--- config.mk ---
export PLATFORM = sky130hd
export DESIGN_NAME = xbus_cycle_ctrl
export DESIGN_NICKNAME = d
export VERILOG_FILES = /design/src/rtl/xbus_pkg.sv /design/src/rtl/xbus_mode_reg.sv /design/src/rtl/xbus_seq.sv /design/src/rtl/xbus_datapath.sv /design/src/rtl/xbus_cycle_ctrl.sv
export SDC_FILE = /design/constraint.sdc
export NUM_CORES = 1
export LEC_CHECK = 0
export BUFFER_PORTS_ARGS = -buffer_cell sky130_fd_sc_hd__buf_2
export CAP_MARGIN = 25
export CORE_AREA = 2 2 82 84
export DETAILED_ROUTE_END_ITERATION = 16
export DIE_AREA = 0 0 84 86
export PLACE_DENSITY = 0.86
export SLEW_MARGIN = 20
export SYNTH_ARGS = -nofsm -noshare
export SYNTH_HDL_FRONTEND = slang
export SYNTH_SLANG_ARGS = --single-unit
--- constraint.sdc ---
create_clock -name clk -period 2.8 [get_ports clk]
set_input_delay 0.56 -clock clk [delete_from_list [all_inputs] [get_ports clk]]
set_output_delay 0.56 -clock clk [all_outputs]
set_load 0.1 [all_outputs]
--- src/rtl/xbus_pkg.sv ---
package xbus_pkg;

    localparam int PH_W = 3;

    typedef enum logic [1:0] {
        BUS_MODE0 = 2'd0,
        BUS_MODE1 = 2'd1,
        BUS_MODE2 = 2'd2,
        BUS_MODE3 = 2'd3
    } bus_mode_e;

    typedef enum logic [2:0] {
        ST_IDLE  = 3'd0,
        ST_ADDR  = 3'd1,
        ST_HOLD  = 3'd2,
        ST_STRB  = 3'd3,
        ST_RECOV = 3'd4
    } bus_state_e;

    // Phase lengths in ticks (half oscillator periods).
    typedef struct packed {
        logic [PH_W-1:0] addr_len;
        logic [PH_W-1:0] hold_len;
        logic [PH_W-1:0] strb_len;
        logic [PH_W-1:0] rec_len;
        logic            ale_late;   // ALE stays low on the first address tick
    } phase_plan_t;

    function automatic phase_plan_t plan_for(bus_mode_e m);
        phase_plan_t p;
        unique case (m)
            BUS_MODE0: p = '{addr_len: 3'd2, hold_len: 3'd2, strb_len: 3'd6, rec_len: 3'd2, ale_late: 1'b0};
            BUS_MODE1: p = '{addr_len: 3'd1, hold_len: 3'd1, strb_len: 3'd4, rec_len: 3'd2, ale_late: 1'b0};
            BUS_MODE2: p = '{addr_len: 3'd2, hold_len: 3'd1, strb_len: 3'd4, rec_len: 3'd1, ale_late: 1'b1};
            default:   p = '{addr_len: 3'd2, hold_len: 3'd2, strb_len: 3'd2, rec_len: 3'd2, ale_late: 1'b0};
        endcase
        return p;
    endfunction

endpackage

--- src/rtl/xbus_mode_reg.sv ---
module xbus_mode_reg
    import xbus_pkg::*;
#(
    parameter int CFG_W    = 8,
    parameter int MODE_LSB = 6
) (
    input  logic             clk,
    input  logic             rst_n,
    input  logic             cfg_we,
    input  logic [CFG_W-1:0] cfg_byte,
    output bus_mode_e        mode
);
    localparam int MODE_MSB = MODE_LSB + 1;

    bus_mode_e mode_q;

    always_ff @(posedge clk or negedge rst_n) begin
        if (!rst_n) begin
            mode_q <= BUS_MODE3;
        end else if (cfg_we) begin
            mode_q <= bus_mode_e'(cfg_byte[MODE_MSB:MODE_LSB]);
        end
    end

    assign mode = mode_q;

endmodule

--- src/rtl/xbus_seq.sv ---
module xbus_seq
    import xbus_pkg::*;
#(
    parameter int WAIT_TICKS = 2
) (
    input  logic      clk,
    input  logic      rst_n,
    input  bus_mode_e mode,
    input  logic      req,
    input  logic      req_we,
    input  logic      ready,
    output logic      start,
    output logic      capture,
    output logic      ack,
    output logic      ale,
    output logic      rd_n,
    output logic      wr_n,
    output logic      drv_addr,
    output logic      drv_data
);
    localparam logic [PH_W-1:0] ONE      = PH_W'(1);
    localparam logic [PH_W-1:0] WAIT_CNT = PH_W'(WAIT_TICKS - 1);

    bus_state_e      state_q, state_d;
    logic [PH_W-1:0] cnt_q, cnt_d;
    bus_mode_e       cur_mode_q;
    logic            we_q;
    logic            ack_q, ack_d;
    phase_plan_t     plan_cur, plan_new;
    logic            cnt_done;

    assign plan_cur = plan_for(cur_mode_q);
    assign plan_new = plan_for(mode);
    assign cnt_done = (cnt_q == '0);

    // Next state and counter.
    always_comb begin
        state_d = state_q;
        cnt_d   = cnt_done ? cnt_q : cnt_q - ONE;
        start   = 1'b0;
        capture = 1'b0;
        ack_d   = 1'b0;
        unique case (state_q)
            ST_IDLE: begin
                if (req) begin
                    start   = 1'b1;
                    state_d = ST_ADDR;
                    cnt_d   = plan_new.addr_len - ONE;
                end
            end
            ST_ADDR: begin
                if (cnt_done) begin
                    state_d = ST_HOLD;
                    cnt_d   = plan_cur.hold_len - ONE;
                end
            end
            ST_HOLD: begin
                if (cnt_done) begin
                    state_d = ST_STRB;
                    cnt_d   = plan_cur.strb_len - ONE;
                end
            end
            ST_STRB: begin
                if (cnt_done) begin
                    if (!ready) begin
                        cnt_d = WAIT_CNT;
                    end else begin
                        capture = !we_q;
                        ack_d   = 1'b1;
                        state_d = ST_RECOV;
                        cnt_d   = plan_cur.rec_len - ONE;
                    end
                end
            end
            ST_RECOV: begin
                if (cnt_done) begin
                    if (req) begin
                        start   = 1'b1;
                        state_d = ST_ADDR;
                        cnt_d   = plan_new.addr_len - ONE;
                    end else begin
                        state_d = ST_IDLE;
                    end
                end
            end
            default: state_d = ST_IDLE;
        endcase
    end

    // State register.
    always_ff @(posedge clk or negedge rst_n) begin
        if (!rst_n) begin
            state_q    <= ST_IDLE;
            cnt_q      <= '0;
            cur_mode_q <= BUS_MODE3;
            we_q       <= 1'b0;
            ack_q      <= 1'b0;
        end else begin
            state_q <= state_d;
            cnt_q   <= cnt_d;
            ack_q   <= ack_d;
            if (start) begin
                cur_mode_q <= mode;
                we_q       <= req_we;
            end
        end
    end

    // Outputs.
    always_comb begin
        ale      = 1'b0;
        rd_n     = 1'b1;
        wr_n     = 1'b1;
        drv_addr = 1'b0;
        drv_data = 1'b0;
        unique case (state_q)
            ST_IDLE: begin
            end
            ST_ADDR: begin
                drv_addr = 1'b1;
                ale      = !(plan_cur.ale_late && (cnt_q == plan_cur.addr_len - ONE));
            end
            ST_HOLD: begin
                drv_addr = 1'b1;
            end
            ST_STRB: begin
                rd_n     = we_q;
                wr_n     = !we_q;
                drv_data = we_q;
            end
            ST_RECOV: begin
                drv_data = we_q && (cnt_q == plan_cur.rec_len - ONE);
            end
            default: begin
            end
        endcase
    end

    assign ack = ack_q;

endmodule

--- src/rtl/xbus_datapath.sv ---
module xbus_datapath #(
    parameter int DATA_W = 16
) (
    input  logic              clk,
    input  logic              rst_n,
    input  logic              start,
    input  logic              capture,
    input  logic              drv_addr,
    input  logic              drv_data,
    input  logic [DATA_W-1:0] req_addr,
    input  logic [DATA_W-1:0] req_wdata,
    input  logic [DATA_W-1:0] bus_in,
    output logic [DATA_W-1:0] bus_out,
    output logic              bus_oe,
    output logic [DATA_W-1:0] rdata
);
    logic [DATA_W-1:0] addr_q, wdata_q, rdata_q;

    always_ff @(posedge clk or negedge rst_n) begin
        if (!rst_n) begin
            addr_q  <= '0;
            wdata_q <= '0;
            rdata_q <= '0;
        end else begin
            if (start) begin
                addr_q  <= req_addr;
                wdata_q <= req_wdata;
            end
            if (capture) begin
                rdata_q <= bus_in;
            end
        end
    end

    assign bus_out = drv_addr ? addr_q : wdata_q;
    assign bus_oe  = drv_addr | drv_data;
    assign rdata   = rdata_q;

endmodule

--- src/rtl/xbus_cycle_ctrl.sv ---
module xbus_cycle_ctrl
    import xbus_pkg::*;
#(
    parameter int DATA_W     = 16,
    parameter int CFG_W      = 8,
    parameter int MODE_LSB   = 6,
    parameter int WAIT_TICKS = 2
) (
    input  logic              clk,
    input  logic              rst_n,
    input  logic              cfg_we,
    input  logic [CFG_W-1:0]  cfg_byte,
    input  logic              req,
    input  logic              req_we,
    input  logic [DATA_W-1:0] req_addr,
    input  logic [DATA_W-1:0] req_wdata,
    output logic              ack,
    output logic [DATA_W-1:0] rdata,
    input  logic              ready,
    output logic              ale,
    output logic              rd_n,
    output logic              wr_n,
    output logic              bus_oe,
    output logic [DATA_W-1:0] bus_out,
    input  logic [DATA_W-1:0] bus_in
);
    bus_mode_e mode;
    logic      start, capture, drv_addr, drv_data;

    xbus_mode_reg #(
        .CFG_W    (CFG_W),
        .MODE_LSB (MODE_LSB)
    ) u_mode (
        .clk      (clk),
        .rst_n    (rst_n),
        .cfg_we   (cfg_we),
        .cfg_byte (cfg_byte),
        .mode     (mode)
    );

    xbus_seq #(
        .WAIT_TICKS (WAIT_TICKS)
    ) u_seq (
        .clk      (clk),
        .rst_n    (rst_n),
        .mode     (mode),
        .req      (req),
        .req_we   (req_we),
        .ready    (ready),
        .start    (start),
        .capture  (capture),
        .ack      (ack),
        .ale      (ale),
        .rd_n     (rd_n),
        .wr_n     (wr_n),
        .drv_addr (drv_addr),
        .drv_data (drv_data)
    );

    xbus_datapath #(
        .DATA_W (DATA_W)
    ) u_dp (
        .clk       (clk),
        .rst_n     (rst_n),
        .start     (start),
        .capture   (capture),
        .drv_addr  (drv_addr),
        .drv_data  (drv_data),
        .req_addr  (req_addr),
        .req_wdata (req_wdata),
        .bus_in    (bus_in),
        .bus_out   (bus_out),
        .bus_oe    (bus_oe),
        .rdata     (rdata)
    );

endmodule

# Word-level counts from Yosys, hierarchy flattened
# Index checks and enable logic that the tools add are counted.
# W data, S select, Z words.
[classes] add_sub_neg=6 eq_ne=16 mux=33 bitwise=1 n_reduce_logical=10
[op_table] operator="$pmux W12 S3" n=2
[op_table] operator="$mux W3" n=13
[op_table] operator="$pmux W3 S5" n=2
[op_table] operator="$mux W16" n=1
[op_table] operator="$mux W1" n=13
[op_table] operator="$sub A3 B1 Y3 const B" n=4
[op_table] operator="$ne A2 B1 Y1 const B" n=4
[op_table] operator="$eq A3 B2 Y1 const B" n=2
[op_table] operator="$eq A3 B3 Y1" n=2
[op_table] operator="$logic_not A3 Y1" n=2
[op_table] operator="$reduce_and A6 Y1" n=1
[op_table] operator="$sub A2 B1 Y3 const B" n=2
[op_table] operator="$eq A2 B1 Y1 const B" n=2
[op_table] operator="$eq A2 B2 Y1 const B" n=2
[op_table] operator="$logic_not A2 Y1" n=2
[op_table] operator="$ne A2 B2 Y1 const B" n=2
[op_table] operator="$pmux W1 S2" n=2
[op_table] operator="$eq A3 B1 Y1 const B" n=1
[op_table] operator="$eq A3 B3 Y1 const B" n=1
[op_table] operator="$logic_and A1 B1 Y1" n=2
[op_table] operator="$logic_not A1 Y1" n=2
[op_table] operator="$reduce_or A2 Y1" n=1
[op_table] operator="$or A1 B1 Y1" n=1
[word_totals] reg_bits=60 input_bits=62 output_inout_bits=37 word_cells=75

# Logic depth before layout (Yosys ltp)
# Gate-level depths: netlist of run 1.
[depth] depth_word=7 mapped_depth=11 depth_no_buf=10

# Cells and area by module
# A second synthesis of run 1 with hierarchy kept.
[unflattened] cells_unflattened=233 area_unflattened_um2=3218.1
[modules_own_cells] mod="xbus_datapath" n_inst=1 cells_each=121 area_each_um2=2245.9 seq_area_each_um2=1201.2
[modules_own_cells] mod="xbus_seq" n_inst=1 cells_each=108 area_each_um2=897.1 seq_area_each_um2=252.7
[modules_own_cells] mod="xbus_mode_reg" n_inst=1 cells_each=4 area_each_um2=75.1 seq_area_each_um2=52.6

# Least setup slack after synthesis of run 1
# Ideal clock, no wire load.
[synth_path] kind="register to output" from="reg u_seq.cur_mode_q[1]" to="out ale" arrival_ns=3.397 required_ns=2.240 path_slack_ns=-1.157 path_stages_with_launch=5 cell_sequence="dfstp_2 -> inv_1 -> ha_1 -> xor2_1 -> a311oi_1"
[synth_via] elab_chain_cells=7 word_cells_on_any_way=9 classes_between="1 x add/sub; 3 x eq/ne; 2 x mux; 3 x reduce/logical"
[synth_rtl] item="from (decl)" line="xbus_seq.sv:26" source="bus_mode_e cur_mode_q;"
[synth_rtl] item="from (signal assigned)" line="xbus_seq.sv:103" source="cur_mode_q <= mode;"
[synth_rtl] item="$eq A2 B2 Y1 (tied with other cells)" line="xbus_pkg.sv:31" source="unique case (m)"
[synth_rtl] item="$pmux W12 S3 (*)" line="xbus_pkg.sv:31"
[synth_rtl] item="$sub A2 B1 Y3" line="xbus_seq.sv:121" source="ale = !(plan_cur.ale_late && (cnt_q == plan_cur.addr_len - ONE));"
[synth_rtl] item="$eq A3 B3 Y1" line="xbus_seq.sv:121"
[synth_rtl] item="$logic_and A1 B1 Y1 (*)" line="xbus_seq.sv:121"
[synth_rtl] item="$logic_not A1 Y1 (*)" line="xbus_seq.sv:121"
[synth_rtl] item="$mux W1 (*)" line="xbus_seq.sv:116" source="unique case (state_q)"
[synth_rtl] item="to (decl)" line="xbus_cycle_ctrl.sv:20" source="output logic ale,"
# Every way passes the cells marked *; elsewhere a longest branch is shown, timed or not.

# Worst setup path in the final report of run 1
[layout_path] from="reg u_seq.cur_mode_q[0]" to="out bus_oe"
[layout_via] elab_chain_cells=7 word_cells_on_any_way=9 classes_between="1 x add/sub; 3 x eq/ne; 2 x mux; 1 x bitwise; 2 x reduce/logical"
[layout_rtl] item="$eq A2 B2 Y1 (tied with other cells)" line="xbus_pkg.sv:31"
[layout_rtl] item="$pmux W12 S3 (*)" line="xbus_pkg.sv:31"
[layout_rtl] item="$sub A3 B1 Y3 (*)" line="xbus_seq.sv:132" source="drv_data = we_q && (cnt_q == plan_cur.rec_len - ONE);"
[layout_rtl] item="$eq A3 B3 Y1 (*)" line="xbus_seq.sv:132"
[layout_rtl] item="$logic_and A1 B1 Y1 (*)" line="xbus_seq.sv:132"
[layout_rtl] item="$pmux W1 S2 (*)" line="xbus_seq.sv:116"
[layout_rtl] item="$or A1 B1 Y1 (*)" line="xbus_datapath.sv:36" source="assign bus_oe = drv_addr | drv_data;"
[layout_rtl] item="to (decl)" line="xbus_cycle_ctrl.sv:23" source="output logic bus_oe,"
# Marked as above.

==> impl_metrics.csv, run 1 <==
group,metric,value,unit
global_routing,met1_usage,20.52,%
clock_network,cts.sinks,60,
global_routing,grt_max_degree,36,
worst_setup_path,reg2reg_to,"u_dp.wdata_q[4]$_DFFE_PN0P_",
timing,min_period,2.640,ns
placed_design,io_buffers,92,
worst_setup_path,worstSetupEndpointType,"output port",
global_routing,grt_pass1_wl,10.58,mm
yosys,seq_area_frac_synth,50.08,%
routing,wl,6.243,mm
finish,diodes,0,
timing,final_max_slew_viol_count,0,
placed_design,dpl_cell_area,3762,sq um
global_routing,grt_util_met3,7.411,%
routing,vias,2127,
finish,final_cell_mix,"buf_2 (75), mux2_2 (59), dfrtp_1 (56)",
global_routing,gr-usage-met2,33.02,%
routing,first_pass_iters,4,
worst_setup_path,worstReg2RegStart,"u_seq.cnt_q[0]$_DFF_PN0_",
worst_setup_path,reg2reg_slack,0.43,ns
placed_design,gp_congestion,0.9050,
finish,final_area,3949,sq um
timing,fmax,378.9,MHz
clock_network,cts_tree,"built",
finish,drive_gt1_share,59.27,%
yosys,syn_nets,296,
floorplanning,coreArea,6277,sq um
yosys,syn_area,3008,sq um
finish,nFillCells,501,
clock_network,cts_made_buffers,9,
yosys,synth_area_per_cell,13.31,sq um
timing,relSlewSlack,55.73,%
yosys,yosys_warnings,0,
global_routing,grt_usage,18.73,%
routing,drc_errors,0,
timing,rsz0062_at_grt,"false",
routing,routedWlPerCell,15.38,um
routing,drtIter0Drc,135,
routing,drt-vias-per-instance,5.239,
floorplanning,die_w,84,um
worst_setup_path,start_kind,"register",
worst_setup_path,cp.arrival,2.08,ns
timing,tightest_slew,0.6641,ns
timing,setup-tns-final,0,ns
worst_hold_path,hold_class,"in -> async",
global_routing,grt_overflow,0,
finish,utilization,62.91,%
global_routing,antenna_found_initial,0,
floorplanning,rows,29,
worst_setup_path,worstSetupPathType,"reg -> out",
timing,setup_viol,0,
finish,nNetsFinal,394,
timing,min_period_over_period,94.27,%
yosys,synth.distinct_cells,41,
floorplanning,start_util,47.92,%
finish,synthToLayoutAreaGrowth,31.28,%
clock_network,cts_root_buf,"clkbuf_8",
routing,ant_nets,0,
floorplanning,die_area,7224,sq um
worst_setup_path,critPathMaxFanout,3,
flow_run,maxCapViolCount,0,
worst_setup_path,ff2ff_path_depth,7,
placed_design,detailed_place_hpwl,4.585,mm
clock_network,cts_max_level,3,
timing,finalHoldViolations,0,
yosys,synth_area_leader_cell,"dfrtp_1",
yosys,ys_seq_elements,60,
floorplanning,die_h,86,um
yosys,postSynthCellCount,226,
clock_network,insertion_delay,0.33,ns
yosys,synth_top_area_share,46.59,%
yosys,yosys-top-cells-area,"dfrtp_1 (47%), mux2_2 (22%), mux2_4 (5.0%)",
clock_network,clkTransAtPathRegs,0.07,ns
clock_network,clk_path_buf_depth,2,
global_routing,grt_pass1_vias,2319,
floorplanning,pin_count,99,
global_routing,busiest_layer,"met2",
timing,fin_skew,0.007441,ns
worst_setup_path,worstPathRequired,2.24,ns
finish,final_common_cell,"buf_2",
run_status,outcome,"finished clean",
final cells by class:
class	instances	area [sq um]	share of cell area [%]
timing repair buffer	97	740.7	18.76
sequential	60	1506	38.15
clock inverter	5	52.55	1.331
tap	77	96.34	2.440
inverter	11	41.29	1.046
multi-input combinational	145	1380	34.95
clock buffer	11	131.4	3.327
layer usage:
metal / routed length (um) / share of wire [%]
met5: 0 / 0
met2: 3331 / 53
met1: 2383 / 38
met4: 30 / 0.48
met3: 497 / 8.0
synthesized netlist by cell type, drive strengths merged:
cell    number
xor2         1
nor2b        4
a21boi       2
nor3b        1
dfstp        4
a21oi        5
a31oi        1
nor3         1
mux2        70
o31ai        4
and4         1
buf          8
nand4b       1
or2          1
nand3        3
inv         11
nand3b       1
ha           8
nand2        7
a311oi       1
o21ai        6
nand4        1
and3         1
a22oi        2
clkbuf       2
mux2i        2
o22ai        5
xnor2        3
nor2        13
dfrtp       56
repair_timing:
action                                 in CTS  in global routing
hold buffers                                0                  0
setup buffers                               0                  0
resized for setup                           0                  2
setup endpoints to repair                   0                  1
endpoints found under the hold margin       0                  0
critical path: stages (launching register included):
cell and delay (ns):
dfstp_2 0.55, inv_1 0.07, ha_1 0.26, xnor2_1 0.22, nand2_1 0.08, nor2_1 0.10, a21oi_1 0.06, o22ai_2 0.11
buf_4 0.31
sequential cells by signal (all words and copies together) (netlist names):
register,cells
u_seq.ack,1
u_seq.cnt_q,3
u_seq.we_q,1
u_dp.rdata,16
u_dp.addr_q,16
u_mode.mode,2
u_dp.wdata_q,16
u_seq.cur_mode_q,2
u_seq.state_q,3
how the worst max path moves through the flow:
stage	startpoint	end	slack, ns
floorplan	u_seq.cur_mode_q[1]$_DFFE_PN1P_	ale	-0.08
global placement	u_seq.cur_mode_q[0]$_DFFE_PN1P_	bus_oe	0.46
detailed placement	u_seq.cur_mode_q[0]$_DFFE_PN1P_	bus_oe	0.41
CTS	u_seq.cur_mode_q[0]$_DFFE_PN1P_	bus_oe	0.03
global route	u_seq.state_q[0]$_DFFE_PN0P_	bus_out[9]	0.004
finish	u_seq.cur_mode_q[0]$_DFFE_PN1P_	bus_oe	0.16
through the flow:
stage               hold slack (ns)  worst slack, ns  instances
finish                       0.2596           0.1605        406
global route                 0.2985         0.003737        406
CTS                          0.2711          0.02584        406
detailed placement           0.4816           0.4066        390
global placement             0.4753           0.4568        390
floorplan                    0.2644         -0.07533        226
cell families after synthesis:
kind of cell	count (synthesis)	share of synthesized area [%]
muxes	72	28.12
DFF	60	50.08
and+or+nand+nor	35	7.488
AOI/OAI and AO/OA	26	5.366
buffers and inverters	21	4.451
adders and majority gates	8	3.328
xor gates and xnor gates	4	1.165
Power of run 1 is left out: the tool's default activity adds up to more than one toggle a clock period on the data nets, which glitch-free logic cannot reach.
==> run 2: changes to the inputs <==
ABC_AREA = 1   (was not set)
CORE_AREA = 2 2 83 85   (was 2 2 82 84)
DIE_AREA = 0 0 85 87   (was 0 0 84 86)
==> run 2 against run 1 <==
Effect of this change: non-clock buffer count is 2 lower; utilization fell by 3.5 points; design area fell by 1.2%; clock skew about the same; synthesized area grew 2.8%; global-route usage is 0.74 points higher; clock-buffer cell count did not move; die area rose by 2.4%; sequential share of layout area up 0.48 points; via count rose by 14%.
==> impl_metrics.csv, run 2 <==
group,metric,value,unit
run_status,outcome,"finished clean",
worst_setup_path,start_kind,"register",
timing,min_period_over_period,93.97,%
finish,drive_gt1_share,46.46,%
clock_network,cts_max_level,3,
worst_hold_path,hold_class,"in -> async",
timing,finalHoldViolations,0,
global_routing,grt_overflow,0,
yosys,synth_edf_count,0,
finish,diodes,0,
floorplanning,die_area,7395,sq um
placed_design,gp_congestion,0.9899,
yosys,yosys_warnings,0,
routing,vias,2431,
yosys,ys_seq_elements,60,
yosys,async_reset_ff_share,100.0,%
worst_setup_path,startpoint,"u_seq.state_q[0]$_DFFE_PN0P_",
clock_network,clkTransAtPathRegs,0.07,ns
yosys,seq_area_frac_synth,48.71,%
yosys,syn_nets,362,
routing,drt-vias-per-instance,5.107,
timing,fin_skew,0.007095,ns
worst_setup_path,worstSetupPathType,"reg -> out",
global_routing,antenna_found_initial,0,
yosys,synthFlopType,"dfrtp_1",
floorplanning,rows,30,
worst_setup_path,crit_buf_inv,3,
yosys,synth.distinct_cells,34,
worst_setup_path,worst_path_max_delay_cell,"dfrtp_1",
timing,fmax,380.1,MHz
yosys,synth_common_cells,"nand2_1 (74), dfrtp_1 (56), mux2_2 (24), mux2_4 (24), inv_1 (18)",
worst_setup_path,critPathMaxFanout,18,
yosys,synth_top_area_share,45.31,%
global_routing,grt_usage,19.47,%
finish,synthToLayoutAreaGrowth,26.09,%
routing,ant_nets,0,
clock_network,cts_made_buffers,9,
timing,rsz0062_at_grt,"false",
yosys,synth_area_leader_cell,"dfrtp_1",
worst_setup_path,cp_cell_sequence,"inv_1 > nand3_1 > nand2_2 > inv_2 > nand2_1 > nand2_1 > buf_2",
yosys,yosys-top-cells-area,"dfrtp_1 (45%), mux2_4 (12%), nand2_1 (9.0%)",
global_routing,grt_pass1_vias,2436,
finish,final_cell_mix,"buf_2 (76), nand2_1 (74), dfrtp_1 (56)",
worst_setup_path,crit_top_cell,"nand2_1",
routing,drtIter0Drc,158,
flow_run,maxCapViolCount,0,
placed_design,io_buffers,92,
timing,tightest_slew,0.6988,ns
worst_setup_path,cp.arrival,2.07,ns
floorplanning,die_w,85,um
floorplanning,pin_count,99,
worst_setup_path,cp_top_family,"buffers and inverters",
worst_setup_path,worst_path_largest_cell_delay,0.43,ns
yosys,yosysMostFrequentCell,"nand2_1",
finish,nNetsFinal,461,
clock_network,cts_tree,"built",
global_routing,grt_max_degree,33,
finish,nFillCells,532,
global_routing,grt_pass1_wl,11.43,mm
timing,setup-tns-final,0,ns
clock_network,cts.sinks,60,
floorplanning,die_h,87,um
clock_network,clk_path_buf_depth,2,
timing,final_max_slew_viol_count,0,
yosys,syn_area,3093,sq um
clock_network,cts_root_buf,"clkbuf_8",
placed_design,detailed_place_hpwl,4.978,mm
timing,min_period,2.631,ns
worst_setup_path,worstPathRequired,2.24,ns
floorplanning,start_util,47.09,%
worst_setup_path,worstSetupEndpointType,"output port",
routing,first_pass_iters,4,
yosys,postSynthCellCount,292,
timing,relSlewSlack,53.41,%
clock_network,insertion_delay,0.33,ns
worst_setup_path,worstReg2RegStart,"u_seq.cnt_q[0]$_DFF_PN0_",
routing,routedWlPerCell,14.38,um
routing,drc_errors,0,
floorplanning,coreArea,6569,sq um
yosys,synth_area_per_cell,10.59,sq um
finish,final_common_cell,"buf_2",
routing,wl,6.844,mm
timing,setup_viol,0,
==> run 2: cell types whose count changed after synthesis, sizes merged, moves of 9 or more <==
cell,delta
o21ai,+9
nand3,+12
nand2,+69
inv,+12
mux2,-22
==> run 2: cells by family (layout without fill, tap and decap cells) <==
| family | after synthesis | count (layout) | synth area share, % |
|---|---|---|---|
| compound gates | 26 | 26 | 4.733 |
| xor+xnor | 3 | 3 | 0.8497 |
| fa+ha+maj | 8 | 8 | 3.236 |
| buf+inv | 31 | 135 | 5.340 |
| flops | 60 | 60 | 48.71 |
| mux | 48 | 48 | 20.39 |
| simple gates | 116 | 116 | 16.75 |
==> run 2: area by class of cell <==
type | instances | area (sq um) | area share (%)
Tap cell | 80 | 100.1 | 2.567
Sequential cell | 60 | 1506 | 38.63
Clock buffer | 11 | 151.4 | 3.882
Inverter | 24 | 93.84 | 2.406
Timing Repair Buffer | 95 | 548.0 | 14.05
Multi-Input combinational cell | 201 | 1441 | 36.96
Clock inverter | 5 | 58.81 | 1.508
==> run 2: worst paths after layout <==
kind | end | slack (ns) | depth (start not counted)
hold reg to reg | u_dp.rdata[0]$_DFFE_PN0P_ | 0.51 | 1
setup reg to reg | u_dp.addr_q[14]$_DFFE_PN0P_ | 0.72 | 7
hold / removal | u_dp.wdata_q[10]$_DFFE_PN0P_ | 0.26 | 1
setup / recovery | bus_out[13] | 0.17 | 7
min in group clk | u_mode.mode[1]$_DFFE_PN1P_ | 0.43 | 2
max in group asynchronous | u_mode.mode[0]$_DFFE_PN1P_ | 1.85 | 2
==> run 2: worst reg2reg max path, stage by stage (launching register included) <==
cell and delay, ns:
dfrtp_1 0.45, inv_1 0.12, ha_1 0.26, nand2_4 0.15, inv_4 0.09, o21ai_4 0.25, buf_12 0.26, mux2_2 0.38
==> run 2: repair_timing <==
item	CTS	global route
setup buffers	0	0
gates resized for setup	0	16
hold buffers	0	0
setup endpoints to repair	0	16
endpoints found under the hold margin	0	0
==> run 2: metrics by stage <==
step	hold WS (ns)	cell area (sq um)	setup slack [ns]	utilization [%]	cells
5_1_grt	0.3100	3900	0.01344	59.37	476
2_1_floorplan	0.2644	3105	-0.2943	-	292
3_5_place_dp	0.4923	3650	0.5054	55.56	460
4_1_cts	0.2814	3860	0.1198	58.76	476
3_3_place_gp	0.4843	3650	0.5086	55.56	460
6_report	0.2617	3900	0.1688	59.37	476
==> run 2: layer usage <==
layer	vias to the layer above	GRT usage [%]	wire, um
met2	93	30.97	3340
met3	22	6.066	476
met4	0	7.648	160
met1	1150	24.94	2867
li1	1166	-	-
met5	-	0	0
Power of run 2 is left out for the same reason.
==> run 3: changes to the inputs <==
SETUP_SLACK_MARGIN = 0.5   (was not set)
==> run 3 against run 2 <==
Effect of this change: sequential share of layout area down 4.9 points; final cell count up 2.3%; die area unchanged; routed wire length up 9.6%; global-route usage down 0.30 points; non-clock buffer count up 11; first-iteration DRC count down 33%; utilization up 8.7 points; clock skew down 0.0017 ns; highest routed layer unchanged.
==> impl_metrics.csv, run 3 (synthesis results as in run 2) <==
group,metric,value,unit
routing,first_pass_iters,4,
flow_run,maxCapViolCount,0,
placed_design,gp_congestion,0.9406,
global_routing,grt_max_degree,39,
routing,routedWlPerCell,15.41,um
timing,min_period_over_period,86.15,%
run_status,outcome,"finished clean",
timing,fin_skew,0.005427,ns
timing,rsz0062_at_grt,"true",
worst_setup_path,worstReg2RegStart,"u_seq.cnt_q[0]$_DFF_PN0_",
floorplanning,rows,30,
timing,relSlewSlack,59.22,%
clock_network,insertion_delay,0.32,ns
clock_network,cts.sinks,60,
global_routing,grt_usage,19.17,%
clock_network,cts_max_level,3,
floorplanning,die_h,87,um
timing,fmax,414.6,MHz
routing,wl,7.504,mm
finish,final_common_cell,"buf_2",
worst_setup_path,critPathMaxFanout,3,
routing,route.met3.wl,468,um
clock_network,cts_root_buf,"clkbuf_8",
clock_network,clk_path_buf_depth,2,
finish,fin_cells,487,
clock_network,clkTransAtPathRegs,0.07,ns
timing,setup-tns-final,0,ns
routing,drt-vias-per-instance,5.138,
routing,vias,2502,
routing,route.top_layer_used,"met4",
finish,drive_gt1_share,58.72,%
placed_design,dp.cells,462,
routing,met2WireLength,3.988,mm
routing,ant_nets,0,
floorplanning,die_area,7395,sq um
global_routing,grt_pass1_wl,11.18,mm
floorplanning,pin_count,99,
finish,diodes,0,
timing,setup_viol,0,
timing,final_max_slew_viol_count,0,
worst_hold_path,hold_class,"in -> async",
routing,drtIter0Drc,106,
floorplanning,coreArea,6569,sq um
timing,tightest_slew,0.6052,ns
placed_design,detailed_place_hpwl,4.832,mm
clock_network,cts_tree,"built",
global_routing,grt_pass1_vias,2483,
finish,synthToLayoutAreaGrowth,44.58,%
global_routing,grt_overflow,0,
floorplanning,start_util,47.09,%
worst_setup_path,worstPathRequired,2.24,ns
timing,min_period,2.412,ns
finish,final_cell_mix,"buf_2 (72), dfrtp_1 (55), nand2_1 (37)",
placed_design,io_buffers,92,
clock_network,hold_buffers,0,
routing,met1_length,2.908,mm
worst_setup_path,startpoint,"u_seq.cur_mode_q[0]$_DFFE_PN1P_",
timing,finalHoldViolations,0,
finish,nNetsFinal,472,
timing,whs,0.1598,ns
worst_setup_path,cp.arrival,1.85,ns
worst_setup_path,worstSetupPathType,"reg -> out",
global_routing,antenna_found_initial,0,
worst_setup_path,start_kind,"register",
routing,drc_errors,0,
clock_network,cts_made_buffers,9,
worst_setup_path,worstSetupEndpointType,"output port",
floorplanning,die_w,85,um
run 3: cell types whose count changed in the layout (fill, tap and decap cells not counted), moves of 4 or more:
cell and delta:
buf_12 +16, buf_2 -4, buf_4 +10, clkbuf_4 -14, inv_1 -4, nand2_1 -37, nand2_2 +19, nand2_4 +17
run 3: routing by layer:
metal / vias up / GRT usage, %
li1: 1188 / -
met2: 84 / 32.88
met3: 19 / 5.972
met4: 0 / 7.071
met5: - / 0
met1: 1211 / 22.69
run 3: layout make-up:
cell class / count / area (sq um)
multi-input combinational: 201 / 1683
timing repair buffer: 106 / 872.1
fill: 451 / 2097
inverter: 24 / 106.4
clock buffer: 12 / 155.1
sequential: 60 / 1508
tap: 80 / 100.1
clock inverter: 4 / 47.55
run 3: worst max-delay path: stages, from the launching register on:
cell      delay, ns
dfstp_2        0.56
inv_4          0.05
ha_4           0.17
xnor2_2        0.14
xor2_1         0.14
o211ai_1       0.21
buf_6          0.25
run 3: what timing repair did:
| item | 4_1_cts | 5_1_grt |
|---|---|---|
| pin swaps | 5 | 23 |
| gates resized for setup | 50 | 85 |
| endpoints found under the setup margin | 18 | 20 |
| gates cloned | 1 | 0 |
| buffers inserted | 8 | 0 |
| endpoints found under the hold margin | 0 | 0 |
run 3: path summary, 6_finish.rpt:
check | cells after the start | to | slack (ns)
worst max-delay path | 6 | bus_oe | 0.39
max in group asynchronous | 2 | u_mode.mode[0]$_DFFE_PN1P_ | 1.97
min in group clk | 2 | u_mode.mode[0]$_DFFE_PN1P_ | 0.45
worst min register to register | 1 | u_dp.rdata[4]$_DFFE_PN0P_ | 0.51
worst max register to register | 10 | u_seq.cnt_q[0]$_DFF_PN0_ | 0.68
worst min-delay path | 1 | u_dp.rdata[6]$_DFFE_PN0P_ | 0.16
run 3: through the flow:
step | worst slack, ns | area [sq um] | utilization (%)
floorplan | -0.2714 | 3156 | -
global placement | 0.5466 | 3702 | 56.36
detailed placement | 0.4861 | 3702 | 56.36
CTS | 0.3879 | 4148 | 63.14
global route | 0.2933 | 4472 | 68.08
finish | 0.3878 | 4472 | 68.08
Power of run 3 is left out for the same reason.
